==> config.mk <==
export PLATFORM = sky130hd
export DESIGN_NAME = rx_tagged_fifo
export DESIGN_NICKNAME = d
export VERILOG_FILES = /design/src/rtl/rx_tagged_pkg.sv /design/src/rtl/rx_tagged_ctrl.sv /design/src/rtl/rx_tagged_dp.sv /design/src/rtl/rx_tagged_fifo.sv
export SDC_FILE = /design/constraint.sdc
export NUM_CORES = 1
export LEC_CHECK = 0
export ABC_AREA = 0
export BUFFER_PORTS_ARGS = -buffer_cell sky130_fd_sc_hd__clkbuf_2
export CORE_MARGIN = 1
export CORE_UTILIZATION = 35
export CTS_BUF_LIST = sky130_fd_sc_hd__clkbuf_16
export CTS_CLUSTER_DIAMETER = 120
export CTS_CLUSTER_SIZE = 25
export DETAILED_ROUTE_END_ITERATION = 6
export HOLD_SLACK_MARGIN = 0.1
export PLACE_DENSITY = 0.52
export SLEW_MARGIN = 20
export SYNTH_ARGS = -nofsm -noshare
export SYNTH_HDL_FRONTEND = slang
export SYNTH_SLANG_ARGS = --single-unit
==> constraint.sdc <==
create_clock -name clk -period 6.85 [get_ports clk]
set_input_delay 0.685 -clock clk [delete_from_list [all_inputs] [get_ports clk]]
set_output_delay 0.685 -clock clk [all_outputs]
set_load 0.02 [all_outputs]
==> src/rtl/rx_tagged_pkg.sv <==
package rx_tagged_pkg;

  // strobes the control sends to the datapath
  typedef struct packed {
    logic clearAcc;    // start bit confirmed: reset parity accumulator
    logic shiftBit;    // mid-bit sample of a data bit
    logic takeParity;  // mid-bit sample of the parity bit
    logic commit;      // mid-bit sample of the first stop bit: frame done
  } rxStrobe_t;

  typedef enum logic [2:0] {
    ST_IDLE,
    ST_START,
    ST_DATA,
    ST_PARITY,
    ST_STOP1,
    ST_STOP2
  } rxState_t;

endpackage

==> src/rtl/rx_tagged_ctrl.sv <==
module rx_tagged_ctrl
  import rx_tagged_pkg::*;
#(
  parameter int TICKS_PER_BIT = 16,
  parameter int DATA_W        = 8
) (
  input  logic       clk,
  input  logic       rstN,
  input  logic       rxLine,
  input  logic       baudTick,
  input  logic       rxEnable,
  input  logic       cfgParityEn,
  input  logic       cfgEightBit,
  input  logic       cfgTwoStop,
  output rxStrobe_t  strobe
);

  localparam int TW   = $clog2(TICKS_PER_BIT);
  localparam int HALF = TICKS_PER_BIT / 2;
  localparam int BW   = $clog2(DATA_W);

  rxState_t        state;
  logic [TW-1:0]   tickCnt;
  logic [BW-1:0]   bitCnt;
  logic [BW-1:0]   lastBit;
  logic            bitDone;
  logic            halfDone;

  assign lastBit  = cfgEightBit ? BW'(DATA_W - 1) : BW'(DATA_W - 2);
  assign bitDone  = baudTick && (tickCnt == TW'(TICKS_PER_BIT - 1));
  assign halfDone = baudTick && (tickCnt == TW'(HALF - 1));

  always_comb begin
    strobe            = '0;
    strobe.clearAcc   = rxEnable && (state == ST_START)  && halfDone && !rxLine;
    strobe.shiftBit   = rxEnable && (state == ST_DATA)   && bitDone;
    strobe.takeParity = rxEnable && (state == ST_PARITY) && bitDone;
    strobe.commit     = rxEnable && (state == ST_STOP1)  && bitDone;
  end

  always_ff @(posedge clk or negedge rstN) begin
    if (!rstN) begin
      state   <= ST_IDLE;
      tickCnt <= '0;
      bitCnt  <= '0;
    end else if (!rxEnable) begin
      state   <= ST_IDLE;
      tickCnt <= '0;
    end else if (baudTick) begin
      case (state)
        ST_IDLE: begin
          if (!rxLine) begin
            state   <= ST_START;
            tickCnt <= '0;
          end
        end
        ST_START: begin
          if (halfDone) begin
            tickCnt <= '0;
            bitCnt  <= '0;
            state   <= rxLine ? ST_IDLE : ST_DATA;
          end else begin
            tickCnt <= tickCnt + TW'(1);
          end
        end
        ST_DATA: begin
          if (bitDone) begin
            tickCnt <= '0;
            if (bitCnt == lastBit) begin
              state <= cfgParityEn ? ST_PARITY : ST_STOP1;
            end else begin
              bitCnt <= bitCnt + BW'(1);
            end
          end else begin
            tickCnt <= tickCnt + TW'(1);
          end
        end
        ST_PARITY: begin
          if (bitDone) begin
            tickCnt <= '0;
            state   <= ST_STOP1;
          end else begin
            tickCnt <= tickCnt + TW'(1);
          end
        end
        ST_STOP1: begin
          if (bitDone) begin
            tickCnt <= '0;
            state   <= cfgTwoStop ? ST_STOP2 : ST_IDLE;
          end else begin
            tickCnt <= tickCnt + TW'(1);
          end
        end
        ST_STOP2: begin
          // second stop bit is only waited out, never checked
          if (bitDone) begin
            tickCnt <= '0;
            state   <= ST_IDLE;
          end else begin
            tickCnt <= tickCnt + TW'(1);
          end
        end
        default: state <= ST_IDLE;
      endcase
    end
  end

endmodule

==> src/rtl/rx_tagged_dp.sv <==
module rx_tagged_dp
  import rx_tagged_pkg::*;
#(
  parameter int DATA_W     = 8,
  parameter int FIFO_DEPTH = 16,
  localparam int CW        = $clog2(FIFO_DEPTH + 1)
) (
  input  logic              clk,
  input  logic              rstN,
  input  logic              rxLine,
  input  rxStrobe_t         strobe,
  input  logic              cfgEightBit,
  input  logic              cfgParityEn,
  input  logic              cfgParityOdd,
  input  logic              popEntry,
  input  logic              statusRead,
  input  logic              statusWrite,
  input  logic [1:0]        statusWrData,
  output logic [DATA_W-1:0] headData,
  output logic              headFramingErr,
  output logic              headParityErr,
  output logic [CW-1:0]     fifoCount,
  output logic              statusErr,
  output logic              statusOverrun
);

  localparam int AW = (FIFO_DEPTH > 1) ? $clog2(FIFO_DEPTH) : 1;
  localparam int EW = DATA_W + 2;

  // frame assembly
  logic [DATA_W-1:0] shiftReg;
  logic              parAcc;
  logic              parBit;
  logic [DATA_W-1:0] frameData;
  logic              frameFer;
  logic              framePer;

  always_ff @(posedge clk or negedge rstN) begin
    if (!rstN) begin
      shiftReg <= '0;
      parAcc   <= 1'b0;
      parBit   <= 1'b0;
    end else begin
      if (strobe.clearAcc) parAcc <= 1'b0;
      if (strobe.shiftBit) begin
        shiftReg <= {rxLine, shiftReg[DATA_W-1:1]};
        parAcc   <= parAcc ^ rxLine;
      end
      if (strobe.takeParity) parBit <= rxLine;
    end
  end

  assign frameData = cfgEightBit ? shiftReg : {1'b0, shiftReg[DATA_W-1:1]};
  assign frameFer  = !rxLine;
  assign framePer  = cfgParityEn && ((parAcc ^ parBit) != cfgParityOdd);

  // receive queue
  logic [EW-1:0] mem [FIFO_DEPTH];
  logic [AW-1:0] wrPtr, rdPtr;
  logic          isFull, isEmpty, doPush, doPop, dropFrame;

  assign isFull    = (fifoCount == CW'(FIFO_DEPTH));
  assign isEmpty   = (fifoCount == '0);
  assign doPush    = strobe.commit && !isFull;
  assign dropFrame = strobe.commit && isFull;
  assign doPop     = popEntry && !isEmpty;

  function automatic logic [AW-1:0] nextPtr(input logic [AW-1:0] p);
    return (p == AW'(FIFO_DEPTH - 1)) ? '0 : p + AW'(1);
  endfunction

  always_ff @(posedge clk) begin
    if (doPush) mem[wrPtr] <= {frameFer, framePer, frameData};
  end

  always_ff @(posedge clk or negedge rstN) begin
    if (!rstN) begin
      wrPtr     <= '0;
      rdPtr     <= '0;
      fifoCount <= '0;
    end else begin
      if (doPush) wrPtr <= nextPtr(wrPtr);
      if (doPop)  rdPtr <= nextPtr(rdPtr);
      case ({doPush, doPop})
        2'b10:   fifoCount <= fifoCount + CW'(1);
        2'b01:   fifoCount <= fifoCount - CW'(1);
        default: fifoCount <= fifoCount;
      endcase
    end
  end

  assign {headFramingErr, headParityErr, headData} = mem[rdPtr];

  // sticky status bits with read-1-then-write-0 clear
  logic [1:0] flagSet, flagNow, flagArm;

  assign flagSet = {dropFrame, strobe.commit && (frameFer || framePer)};
  assign flagNow = {statusOverrun, statusErr};

  logic [1:0] flagNext;
  generate
    for (genvar b = 0; b < 2; b++) begin : g_flag
      always_comb begin
        if (flagSet[b])
          flagNext[b] = 1'b1;
        else if (statusWrite && !statusWrData[b] && flagArm[b])
          flagNext[b] = 1'b0;
        else
          flagNext[b] = flagNow[b];
      end

      always_ff @(posedge clk or negedge rstN) begin
        if (!rstN)            flagArm[b] <= 1'b0;
        else if (statusWrite) flagArm[b] <= 1'b0;
        else if (statusRead)  flagArm[b] <= flagNow[b];
      end
    end
  endgenerate

  always_ff @(posedge clk or negedge rstN) begin
    if (!rstN) begin
      statusErr     <= 1'b0;
      statusOverrun <= 1'b0;
    end else begin
      statusErr     <= flagNext[0];
      statusOverrun <= flagNext[1];
    end
  end

endmodule

==> src/rtl/rx_tagged_fifo.sv <==
module rx_tagged_fifo
  import rx_tagged_pkg::*;
#(
  parameter int TICKS_PER_BIT = 16,
  parameter int DATA_W        = 8,
  parameter int FIFO_DEPTH    = 16
) (
  input  logic                             clk,
  input  logic                             rstN,
  input  logic                             rxLine,
  input  logic                             baudTick,
  input  logic                             rxEnable,
  input  logic                             cfgParityEn,
  input  logic                             cfgParityOdd,
  input  logic                             cfgEightBit,
  input  logic                             cfgTwoStop,
  input  logic                             popEntry,
  input  logic                             statusRead,
  input  logic                             statusWrite,
  input  logic [1:0]                       statusWrData,
  output logic [DATA_W-1:0]                headData,
  output logic                             headFramingErr,
  output logic                             headParityErr,
  output logic [$clog2(FIFO_DEPTH+1)-1:0]  fifoCount,
  output logic                             rxReady,
  output logic                             statusErr,
  output logic                             statusOverrun
);

  rxStrobe_t strobe;
  logic      frameCommit;

  assign frameCommit = strobe.commit;
  assign rxReady     = (fifoCount != '0);

  rx_tagged_ctrl #(
    .TICKS_PER_BIT(TICKS_PER_BIT),
    .DATA_W       (DATA_W)
  ) ctrl_i (
    .clk        (clk),
    .rstN       (rstN),
    .rxLine     (rxLine),
    .baudTick   (baudTick),
    .rxEnable   (rxEnable),
    .cfgParityEn(cfgParityEn),
    .cfgEightBit(cfgEightBit),
    .cfgTwoStop (cfgTwoStop),
    .strobe     (strobe)
  );

  rx_tagged_dp #(
    .DATA_W    (DATA_W),
    .FIFO_DEPTH(FIFO_DEPTH)
  ) dp_i (
    .clk           (clk),
    .rstN          (rstN),
    .rxLine        (rxLine),
    .strobe        (strobe),
    .cfgEightBit   (cfgEightBit),
    .cfgParityEn   (cfgParityEn),
    .cfgParityOdd  (cfgParityOdd),
    .popEntry      (popEntry),
    .statusRead    (statusRead),
    .statusWrite   (statusWrite),
    .statusWrData  (statusWrData),
    .headData      (headData),
    .headFramingErr(headFramingErr),
    .headParityErr (headParityErr),
    .fifoCount     (fifoCount),
    .statusErr     (statusErr),
    .statusOverrun (statusOverrun)
  );

endmodule

==> flow_summary_export.csv <==
group,metric,value,unit
synthesis,synthMuxAreaShare,13.2,%
clocking,numCtsBuffers,17,
timing,clock_skew,10.8,ps
timing,fin_crit_sh,53.9,%
floorplanning,fp-row-count,56,
synthesis,synth_top_family_by_area,"multiplexers",
grt,grt_pass1_wl,28.1,mm
power,pwr-share-seq,55.1,%
synthesis,synth-seq-cells,197,
clocking,cts_max_path_buffers,2,
synthesis,ys_types,57,
timing,setup_viol,0,
synthesis,yosys_warnings,0,
detailed_routing,first_iter_violations,380,
synthesis,yosys.area.top_type,"edfxtp_1",
synthesis,synth_flop_cell,"edfxtp_1",
synthesis,synth_nets,554,
timing,tightest_slew,1110,ps
detailed_routing,wire_per_inst,19.9,µm
placed_design,dpl_cell_area,8900,µm²
synthesis,synthArstFlopShare,18.8,%
floorplanning,die_x,157,µm
synthesis,synth-simple-area-share,5.76,%
timing,fmax,271,MHz
worst_setup_path,crit_path_end_kind,"output pin",
clocking,htree_levels,4,
worst_setup_path,cp.required,6160,ps
synthesis,synthTopCellsByArea,"edfxtp_1, dfrtp_1, mux4_2",
floorplanning,core_area,23500,µm²
clocking,cts_sinks,197,
min_path,hp-class,"input port to async pin",
timing,slew_headroom,25.4,%
worst_setup_path,critPathArrivalTime,3010,ps
placed_design,post-dp-hpwl,11.5,mm
floorplanning,ios,32,
synthesis,avgSynthCellArea,15.9,µm²
placed_design,io_buffers,31,
floorplanning,start_util,35.8,%
worst_setup_path,slowest_stage,"dfrtp_4",
clocking,clk_pin_slew_worst_paths,70,ps
timing,hold_viol_final,0,
grt,antenna_found_initial,0,
timing,maxSlewViolCount,0,
synthesis,synth_top_area_share,57.2,%
detailed_routing,routed_wl,17.8,mm
placed_design,place_congestion,0.777,
worst_setup_path,max_stage_delay,780,ps
power,pwr-share-comb,1.6,%
clocking,cts_tree,"done",
clocking,postCtsSetupBuffers,0,
final_layout,fin_cells,893,
detailed_routing,vias,4634,
clocking,clock_latency,440,ps
worst_setup_path,cp_max_fo,34,
final_layout,final-seq-area,5730,µm²
clocking,cts-hold-fix-buffers,0,
placed_design,dp.cells,861,
power,p_switching,0.539,mW
timing,fin_ws,3160,ps
detailed_routing,firstDrtPassIters,5,
detailed_routing,vias_per_cell,5.19,
detailed_routing,drt.antenna.violating_nets,0,
synthesis,synth_fa_ha_area_share,2.03,%
worst_setup_path,reg2reg_from,"ctrl_i.tickCnt[0]",
synthesis,netlist_area,8400,µm²
run,maxCapViolCount,0,
power,p_leak,2.95,nW
timing,min_period,3690,ps
power,clock_power_share,43.4,%
grt,grt_max_degree,38,
synthesis,synth_cells,527,
grt,grt_use_total,15.7,%
synthesis,synth-xor-area-share,1.04,%
timing,timing.setup.tns,0,ps
synthesis,synth-edff-count,160,
worst_setup_path,setup.worst_path.start,"dp_i.rdPtr[0]",
final_layout,n_antenna_cell,0,
placed_design,post-place-ws,3540,ps
final_layout,multiInputGateArea,2520,µm²
final_layout,stdcell_area,9530,µm²
worst_setup_path,reg2reg_depth,10,
worst_setup_path,path_cells,"buf_4 -> mux4_2 -> a22oi_1 -> nand2_1 -> clkbuf_2",
worst_setup_path,start_kind,"register",
synthesis,ys_seq_area_share,68.2,%
power,swShare,23.1,%
power,p_per_area,245,nW/µm²
final_layout,fillers,2136,
final_layout,drive_gt1_share,21.6,%
grt,grt_pass1_vias,4817,
floorplanning,die_h,157,µm
power,vdd_drop_max,0.000170,V
timing,rsz0062_at_grt,"no",
run_status,status,"finished, final reports clean",
floorplanning,dieArea,24600,µm²
worst_setup_path,criticalPathCategory,"register to output pin",
final_layout,nets,588,
power,internal_power,1.80,mW
synthesis,synth_compound_area_share,7.79,%
grt,overflow,0,
clocking,ctsResizeCount,0,
final_layout,area_growth_syn_to_layout,13.4,%
clocking,cts-root-buf,"clkbuf_16",
detailed_routing,drc,0,
worst max-delay path: cells and delay by family (launching register included):
kind                   cells  cell delay [ps]
muxes                      1              580
DFF                        1              780
buffers and inverters      2              820
AOI/OAI and AO/OA          1              210
and+or+nand+nor            1              140
area by class of cell:
cell class / instances / area share, %
Timing Repair Buffer: 38 / 2.18
Clock inverter: 15 / 2.01
Inverter: 13 / 0.512
Multi-Input combinational cell: 294 / 26.4
Tap cell: 319 / 4.19
Clock buffer: 17 / 4.47
Sequential cell: 197 / 60.2
registers in the layout, indices dropped and copies added (netlist names), 2 cells and up:
register	count
dp_i.flagArm	2
dp_i.mem	160
dp_i.wrPtr	4
ctrl_i.state	3
ctrl_i.tickCnt	4
dp_i.shiftReg	8
dp_i.fifoCount	5
dp_i.rdPtr	4
ctrl_i.bitCnt	3
placed cells by master (no fill, tap or decap), types with 3 or more instances in the layout:
| cell | count |
|---|---|
| a21o_1 | 5 |
| a21oi_1 | 5 |
| a221oi_1 | 20 |
| a22oi_1 | 10 |
| and2_1 | 3 |
| buf_4 | 7 |
| clkbuf_16 | 17 |
| clkbuf_2 | 30 |
| clkinv_8 | 5 |
| dfrtp_1 | 36 |
| edfxtp_1 | 160 |
| ha_1 | 12 |
| inv_1 | 11 |
| inv_12 | 3 |
| inv_6 | 4 |
| mux2_2 | 19 |
| mux2i_1 | 44 |
| mux4_2 | 20 |
| nand2_1 | 33 |
| nand2b_1 | 6 |
| nand3_1 | 7 |
| nand4_1 | 3 |
| nor2_1 | 12 |
| nor2_2 | 7 |
| nor2b_1 | 4 |
| nor3_1 | 6 |
| o211ai_1 | 3 |
| o21a_1 | 4 |
| o21ai_0 | 27 |
| xnor2_1 | 7 |
| xor2_1 | 3 |
worst paths after layout:
check	end	slack, ps
worst min-delay path	ctrl_i.tickCnt[1]	370
worst max-delay path	headData[1]	3160
max in group asynchronous	dp_i.rdPtr[0]	5830
worst min register to register	dp_i.shiftReg[0]	510
min in group clk	dp_i.flagArm[0]	460
worst max register to register	dp_i.fifoCount[4]	3870
kinds of logic (layout without fill, tap and decap cells):
logic type	Yosys count	in the layout
fa+ha+maj	13	13
mux	83	83
buf+inv	36	83
simple gates	95	95
xor+xnor	10	10
compound gates	93	93
flops	197	197
through the flow:
step                util, %  total power [mW]  hold WS (ps)
finish                 40.6              2.34           368
floorplan                 -              1.34           389
global placement       37.9              1.35           484
CTS                    40.6              2.36           428
global route           40.6              2.41           421
detailed placement     37.9              1.35           491
metal layers:
| layer | part of all wire (%) | vias up | GRT usage (%) |
|---|---|---|---|
| li1 | - | 2146 | - |
| met1 | 45 | 2399 | 20.3 |
| met2 | 51 | 78 | 26.7 |
| met3 | 2.9 | 11 | 2.62 |
| met4 | 1.1 | 0 | 5.60 |
| met5 | 0 | - | 0 |
synth_stat cells, types with 6 or more instances:
cell type and n:
edfxtp_1 160, mux2i_1 44, dfrtp_1 37, nand2_1 33, o21ai_0 27, a221oi_1 20, mux4_2 20, mux2_2 19
nor2_1 19, ha_1 12, inv_1 11, a22oi_1 10, clkbuf_1 10, nand3_1 7, xnor2_1 7, nand2b_1 6
nor3_1 6
power groups by stage:
| stage | Sequential (mW) | Combinational [mW] | Clock (mW) |
|---|---|---|---|
| floorplan | 1.31 | 0.0254 | 0 |
| global placement | 1.31 | 0.0360 | 0 |
| detailed placement | 1.31 | 0.0370 | 0 |
| CTS | 1.29 | 0.0371 | 1.03 |
| global route | 1.29 | 0.0410 | 1.08 |
| finish | 1.29 | 0.0366 | 1.01 |
(Power assumes the default switching activity.)
